File: src/rtl/hwadd_pkg.sv
package hwadd_pkg;

    localparam int IDX_W = 5;

    localparam logic [5:0] MAJOR_CODE = 6'b001000;
    localparam logic [6:0] MINOR_CODE = 7'b0100001;
    localparam logic [2:0] TAIL_CODE  = 3'b101;

    typedef enum logic [1:0] {
        ST_IDLE,
        ST_DONE,
        ST_TRAP_RSV,
        ST_TRAP_OFF
    } state_e;

    typedef struct packed {
        logic             match;
        logic             sat;
        logic [IDX_W-1:0] rd;
        logic [IDX_W-1:0] rs;
        logic [IDX_W-1:0] rt;
    } dec_t;

endpackage

File: src/rtl/hwadd_decode.sv
module hwadd_decode
    import hwadd_pkg::*;
(
    input  logic [31:0] word,
    output dec_t        dec
);

    logic major_ok;
    logic minor_ok;
    logic tail_ok;

    always_comb begin
        major_ok  = (word[31:26] == MAJOR_CODE);
        minor_ok  = (word[9:3]   == MINOR_CODE);
        tail_ok   = (word[2:0]   == TAIL_CODE);
        dec.match = major_ok && minor_ok && tail_ok;
        dec.sat   = word[10];
        dec.rt    = word[25:21];
        dec.rs    = word[20:16];
        dec.rd    = word[15:11];
    end

endmodule

File: src/rtl/hwadd_lane.sv
module hwadd_lane #(
    parameter int LANE_W = 16
) (
    input  logic [LANE_W-1:0] op_a,
    input  logic [LANE_W-1:0] op_b,
    input  logic              sat,
    output logic [LANE_W-1:0] sum,
    output logic              carry
);

    logic [LANE_W:0] wide;

    always_comb begin
        wide  = {1'b0, op_a} + {1'b0, op_b};
        carry = wide[LANE_W];
        if (sat && carry) begin
            sum = '1;
        end else begin
            sum = wide[LANE_W-1:0];
        end
    end

endmodule

File: src/rtl/hwadd_flag.sv
module hwadd_flag #(
    parameter int DATA_W   = 32,
    parameter int FLAG_POS = 20
) (
    input  logic              clk,
    input  logic              rst_n,
    input  logic              set,
    input  logic              clr,
    output logic [DATA_W-1:0] ctl_word
);

    logic ovf_q;

    always_ff @(posedge clk) begin
        if (!rst_n) begin
            ovf_q <= 1'b0;
        end else if (set) begin
            ovf_q <= 1'b1;
        end else if (clr) begin
            ovf_q <= 1'b0;
        end
    end

    always_comb begin
        ctl_word           = '0;
        ctl_word[FLAG_POS] = ovf_q;
    end

endmodule

File: src/rtl/halfword_add_unit.sv
module halfword_add_unit
    import hwadd_pkg::*;
#(
    parameter int DATA_W   = 32,
    parameter int LANE_W   = 16,
    parameter int FLAG_POS = 20
) (
    input  logic              clk,
    input  logic              rst_n,
    input  logic              in_valid,
    input  logic [31:0]       in_word,
    input  logic [DATA_W-1:0] src_s,
    input  logic [DATA_W-1:0] src_t,
    input  logic              dsp_en,
    input  logic              ctl_clear,
    output logic [IDX_W-1:0]  src_s_idx,
    output logic [IDX_W-1:0]  src_t_idx,
    output logic              out_valid,
    output logic [DATA_W-1:0] out_result,
    output logic [IDX_W-1:0]  out_dest,
    output logic              exc_reserved,
    output logic              exc_disabled,
    output logic [DATA_W-1:0] ctl_rd_data
);

    localparam int LANES = DATA_W / LANE_W;

    dec_t              dec;
    state_e            state_q;
    state_e            state_d;
    logic [DATA_W-1:0] sum_all;
    logic [LANES-1:0]  lane_carry;
    logic              accept;
    logic              ovf_set;
    logic [DATA_W-1:0] result_q;
    logic [IDX_W-1:0]  dest_q;

    hwadd_decode u_decode (
        .word (in_word),
        .dec  (dec)
    );

    for (genvar g = 0; g < LANES; g++) begin : g_lane
        hwadd_lane #(.LANE_W(LANE_W)) u_lane (
            .op_a  (src_s[g*LANE_W +: LANE_W]),
            .op_b  (src_t[g*LANE_W +: LANE_W]),
            .sat   (dec.sat),
            .sum   (sum_all[g*LANE_W +: LANE_W]),
            .carry (lane_carry[g])
        );
    end

    always_comb begin
        accept  = in_valid && dec.match && dsp_en;
        ovf_set = accept && (|lane_carry);
    end

    hwadd_flag #(.DATA_W(DATA_W), .FLAG_POS(FLAG_POS)) u_flag (
        .clk      (clk),
        .rst_n    (rst_n),
        .set      (ovf_set),
        .clr      (ctl_clear),
        .ctl_word (ctl_rd_data)
    );

    // Next-state choice: depends only on this cycle's word.
    always_comb begin
        state_d = ST_IDLE;
        if (in_valid) begin
            if (!dec.match) begin
                state_d = ST_TRAP_RSV;
            end else if (!dsp_en) begin
                state_d = ST_TRAP_OFF;
            end else begin
                state_d = ST_DONE;
            end
        end
    end

    always_ff @(posedge clk) begin
        if (!rst_n) begin
            state_q <= ST_IDLE;
        end else begin
            state_q <= state_d;
        end
    end

    always_ff @(posedge clk) begin
        if (!rst_n) begin
            result_q <= '0;
            dest_q   <= '0;
        end else if (accept) begin
            result_q <= sum_all;
            dest_q   <= dec.rd;
        end
    end

    always_comb begin
        out_valid    = 1'b0;
        exc_reserved = 1'b0;
        exc_disabled = 1'b0;
        unique case (state_q)
            ST_IDLE:     ;
            ST_DONE:     out_valid    = 1'b1;
            ST_TRAP_RSV: exc_reserved = 1'b1;
            ST_TRAP_OFF: exc_disabled = 1'b1;
            default:     ;
        endcase
    end

    always_comb begin
        out_result = result_q;
        out_dest   = dest_q;
        src_s_idx  = dec.rs;
        src_t_idx  = dec.rt;
    end

endmodule


File: config.mk
export PLATFORM = sky130hd
export DESIGN_NAME = halfword_add_unit
export DESIGN_NICKNAME = d
export VERILOG_FILES = /design/src/rtl/hwadd_pkg.sv /design/src/rtl/hwadd_decode.sv /design/src/rtl/hwadd_lane.sv /design/src/rtl/hwadd_flag.sv /design/src/rtl/halfword_add_unit.sv
export SDC_FILE = /design/constraint.sdc
export NUM_CORES = 1
export LEC_CHECK = 0
export BUFFER_PORTS_ARGS = -buffer_cell sky130_fd_sc_hd__buf_2
export CELL_PAD_IN_SITES_DETAIL_PLACEMENT = 0
export CELL_PAD_IN_SITES_GLOBAL_PLACEMENT = 1
export CORE_MARGIN = 2
export CORE_UTILIZATION = 30
export CTS_CLUSTER_SIZE = 20
export DETAILED_ROUTE_END_ITERATION = 10
export PLACE_DENSITY_LB_ADDON = 0.1
export SYNTH_ARGS = -nofsm -noshare
export SYNTH_HDL_FRONTEND = slang
export SYNTH_HIERARCHICAL = 1
export SYNTH_SLANG_ARGS = --single-unit
File: constraint.sdc
create_clock -name clk -period 2.4 [get_ports clk]
set_input_delay 0.24 -clock clk [delete_from_list [all_inputs] [get_ports clk]]
set_output_delay 0.24 -clock clk [all_outputs]
set_load 0.01 [all_outputs]
==> results.sh <==
export IMPL_fmax_mhz=439
export IMPL_clk_latency_ns=0.27
export IMPL_grt_max_degree=43
export IMPL_n_fill_cell=1279
export IMPL_rsz0062_at_grt="false"
export IMPL_slew_headroom=0.591
export IMPL_start_util=0.310
export IMPL_synth_seq_cells=40
export IMPL_cp_cell_sequence="buf_2 > ha_1 > fa_1 > a21o_1 > a311o_1 > a21oi_2 > a21oi_2 > o21ai_4 > buf_12 > nand2b_1 > nand2_1 > mux2i_1"
export IMPL_wl_um=9250
export IMPL_htree_num_levels=2
export IMPL_cts_inserted_buffers=5
export IMPL_arrival_ns=2.43
export IMPL_grt_use_total=0.134
export IMPL_synthFlopType="dfxtp_1"
export IMPL_yosysUniqueCellTypes=60
export IMPL_dp_hpwl_um=7610
export IMPL_vias=3460
export IMPL_finalCriticalPeriod_ns=2.28
export IMPL_worstSetupPathType="primary input to flop"
export IMPL_cpMaxStageDelayCell="fa_1"
export IMPL_power_density_nw_per_um2=456
export IMPL_post_route_period_util=0.950
export IMPL_antenna_found_initial=0
export IMPL_hold_slack_ns=0.147
export IMPL_avgSynthCellArea_um2=7.97
export IMPL_gp_congestion=0.777
export IMPL_start_kind="primary input"
export IMPL_num_antenna_cells=0
export IMPL_hp_class="primary input to flop"
export IMPL_drt_iter0_markers=115
export IMPL_die_h_um=116
export IMPL_clkTransAtPathRegs_ns=0.06
export IMPL_fin_nets=732
export IMPL_via_per_inst=4.52
export IMPL_async_flop_share=0
export IMPL_crit_path_max_fanout=12
export IMPL_synth_edf_count=0
export IMPL_vdd_drop_max_mv=0.203
export IMPL_drc=0
export IMPL_die_width_um=116
export IMPL_synth_common_cells="nand2_1, buf_4, dfxtp_1"
export IMPL_portBuffers=131
export IMPL_overflow=0
export IMPL_grt_pass1_vias=3184
export IMPL_cap_violations=0
export IMPL_cts_resized=0
export IMPL_synthCells=473
export IMPL_grt_pass1_wl_um=14900
export IMPL_finalMaxSlewViolations=0
export IMPL_max_stage_delay_ns=0.41
export IMPL_endpoint_kind="flop"
export IMPL_finalNonFillerCells=766
export IMPL_skew_ns=0
export IMPL_cts_tree="done"
export IMPL_dr_pass1_iters=4
export IMPL_post_synth_top_area_fraction=0.212
export IMPL_tightest_slew_ns=0.614
export IMPL_coreArea_um2=12200
export IMPL_drive_above_1_share=0.296
export IMPL_syn_area_um2=3770
export IMPL_leakage_nw=2.24
export IMPL_ant_nets=0
export IMPL_hold_buffers=0
export IMPL_clockBufferDepth=2
export IMPL_ctsRootBufferMaster="clkbuf_16"
export IMPL_synthTopCellsByArea="dfxtp_1, nand2_1, ha_1"
export IMPL_cts_sinks=40
export IMPL_synth_most_common_cell="nand2_1"
export IMPL_cpMostUsedCell="a21oi_2"
export IMPL_status="complete, no violations"
export IMPL_die_area_um2=13500
export IMPL_area_delta_synth_final_pct=23.3
export IMPL_final_util=0.382
export IMPL_rows=40
export IMPL_crit_required_ns=2.56
export IMPL_setup_viol=0
export IMPL_hold_viol=0
export IMPL_ys_warnings_count=6
export IMPL_cts_setup_buffers=0
export IMPL_synth_top_area_cell="dfxtp_1"
export IMPL_dp_cells=758
export IMPL_yosysSeqAreaShare=0.212
export IMPL_ios=183
export IMPL_drt_wirelength_per_cell_um=12.1
## logic make-up (layout without fill, tap and decap cells)
group           count (synthesis)  count (layout)  synth area share
simple gates                  171             171             0.209
compound gates                105             105             0.195
buf+inv                        69             164             0.129
flops                          40              40             0.212
mux                            38              38             0.101
fa+ha+maj                      34              34             0.117
xor+xnor                       15              15            0.0349
other cells                     1              31          0.000995
## critical path: cells and delay by family
family,cells,cell delay (ns)
compound gates,5,1.11
simple gates,2,0.14
buf+inv,2,0.24
fa+ha+maj,2,0.62
mux,1,0.07
## final cells by class
type	instances	area, µm²	share of cell area
multi-input cells	394	2600	0.559
repair buffers	154	866	0.186
flip-flops and latches	40	801	0.172
well taps	168	210	0.0452
clock buffers	6	129	0.0277
clock inverters	2	35.0	0.00754
inverters	2	7.51	0.00162
## state kept, by name, summed over array words and instances (netlist names)
register,count
out_result,32
out_dest,5
u_flag/ovf_q,1
state_q,2
## power breakdown
part	internal [mW]	total, mW	leakage (nW)	switching (mW)
registers	0.665	0.665	0.322	0.000505
logic	0.330	0.719	1.83	0.389
clock network	0.489	0.733	0.0808	0.245
total	1.48	2.12	2.24	0.634
## final timing paths
| check | startpoint | to | slack [ns] | depth (start not counted) |
|---|---|---|---|---|
| worst max-delay path | src_s[16] | out_result[17] | 0.12 | 12 |
| worst min-delay path | dsp_en | state_q[1] | 0.15 | 2 |
| worst max register to register | u_flag/ovf_q | u_flag/ovf_q | 1.72 | 2 |
| worst min register to register | out_result[16] | out_result[16] | 0.46 | 2 |
## through the flow
step / setup slack, ns / instance area, µm² / power (mW) / TNS (ns)
3_5_place_dp: -0.195 / 4480 / 1.40 / -4.82
5_1_grt: 0.00635 / 4650 / 2.28 / 0
6_report: 0.121 / 4650 / 2.12 / 0
2_1_floorplan: 0.0351 / 3880 / 1.23 / 0
3_3_place_gp: -0.166 / 4480 / 1.40 / -3.85
4_1_cts: 0.0953 / 4640 / 2.15 / 0
## placed cells by master (no fill, tap or decap), types with 5 or more instances in the layout
master / n
o21ai_1: 5
nor3_1: 10
nand3_1: 8
xnor2_1: 8
a21oi_1: 28
nor2_1: 13
o21a_1: 10
mux2i_1: 37
conb_1: 31
ha_1: 32
xor2_1: 7
buf_2: 131
clkbuf_16: 5
o21ai_0: 15
nand2_1: 107
buf_4: 20
dfxtp_1: 40
a21o_1: 11
## layer usage
layer	wire length (µm)	global-route usage	vias up
li1	-	-	1845
met1	4200	0.169	1526
met2	4590	0.247	85
met3	411	0.0146	4
met4	40	0.0254	0
met5	0	0	-
Note: power is estimated with default switching activity, not from simulation.
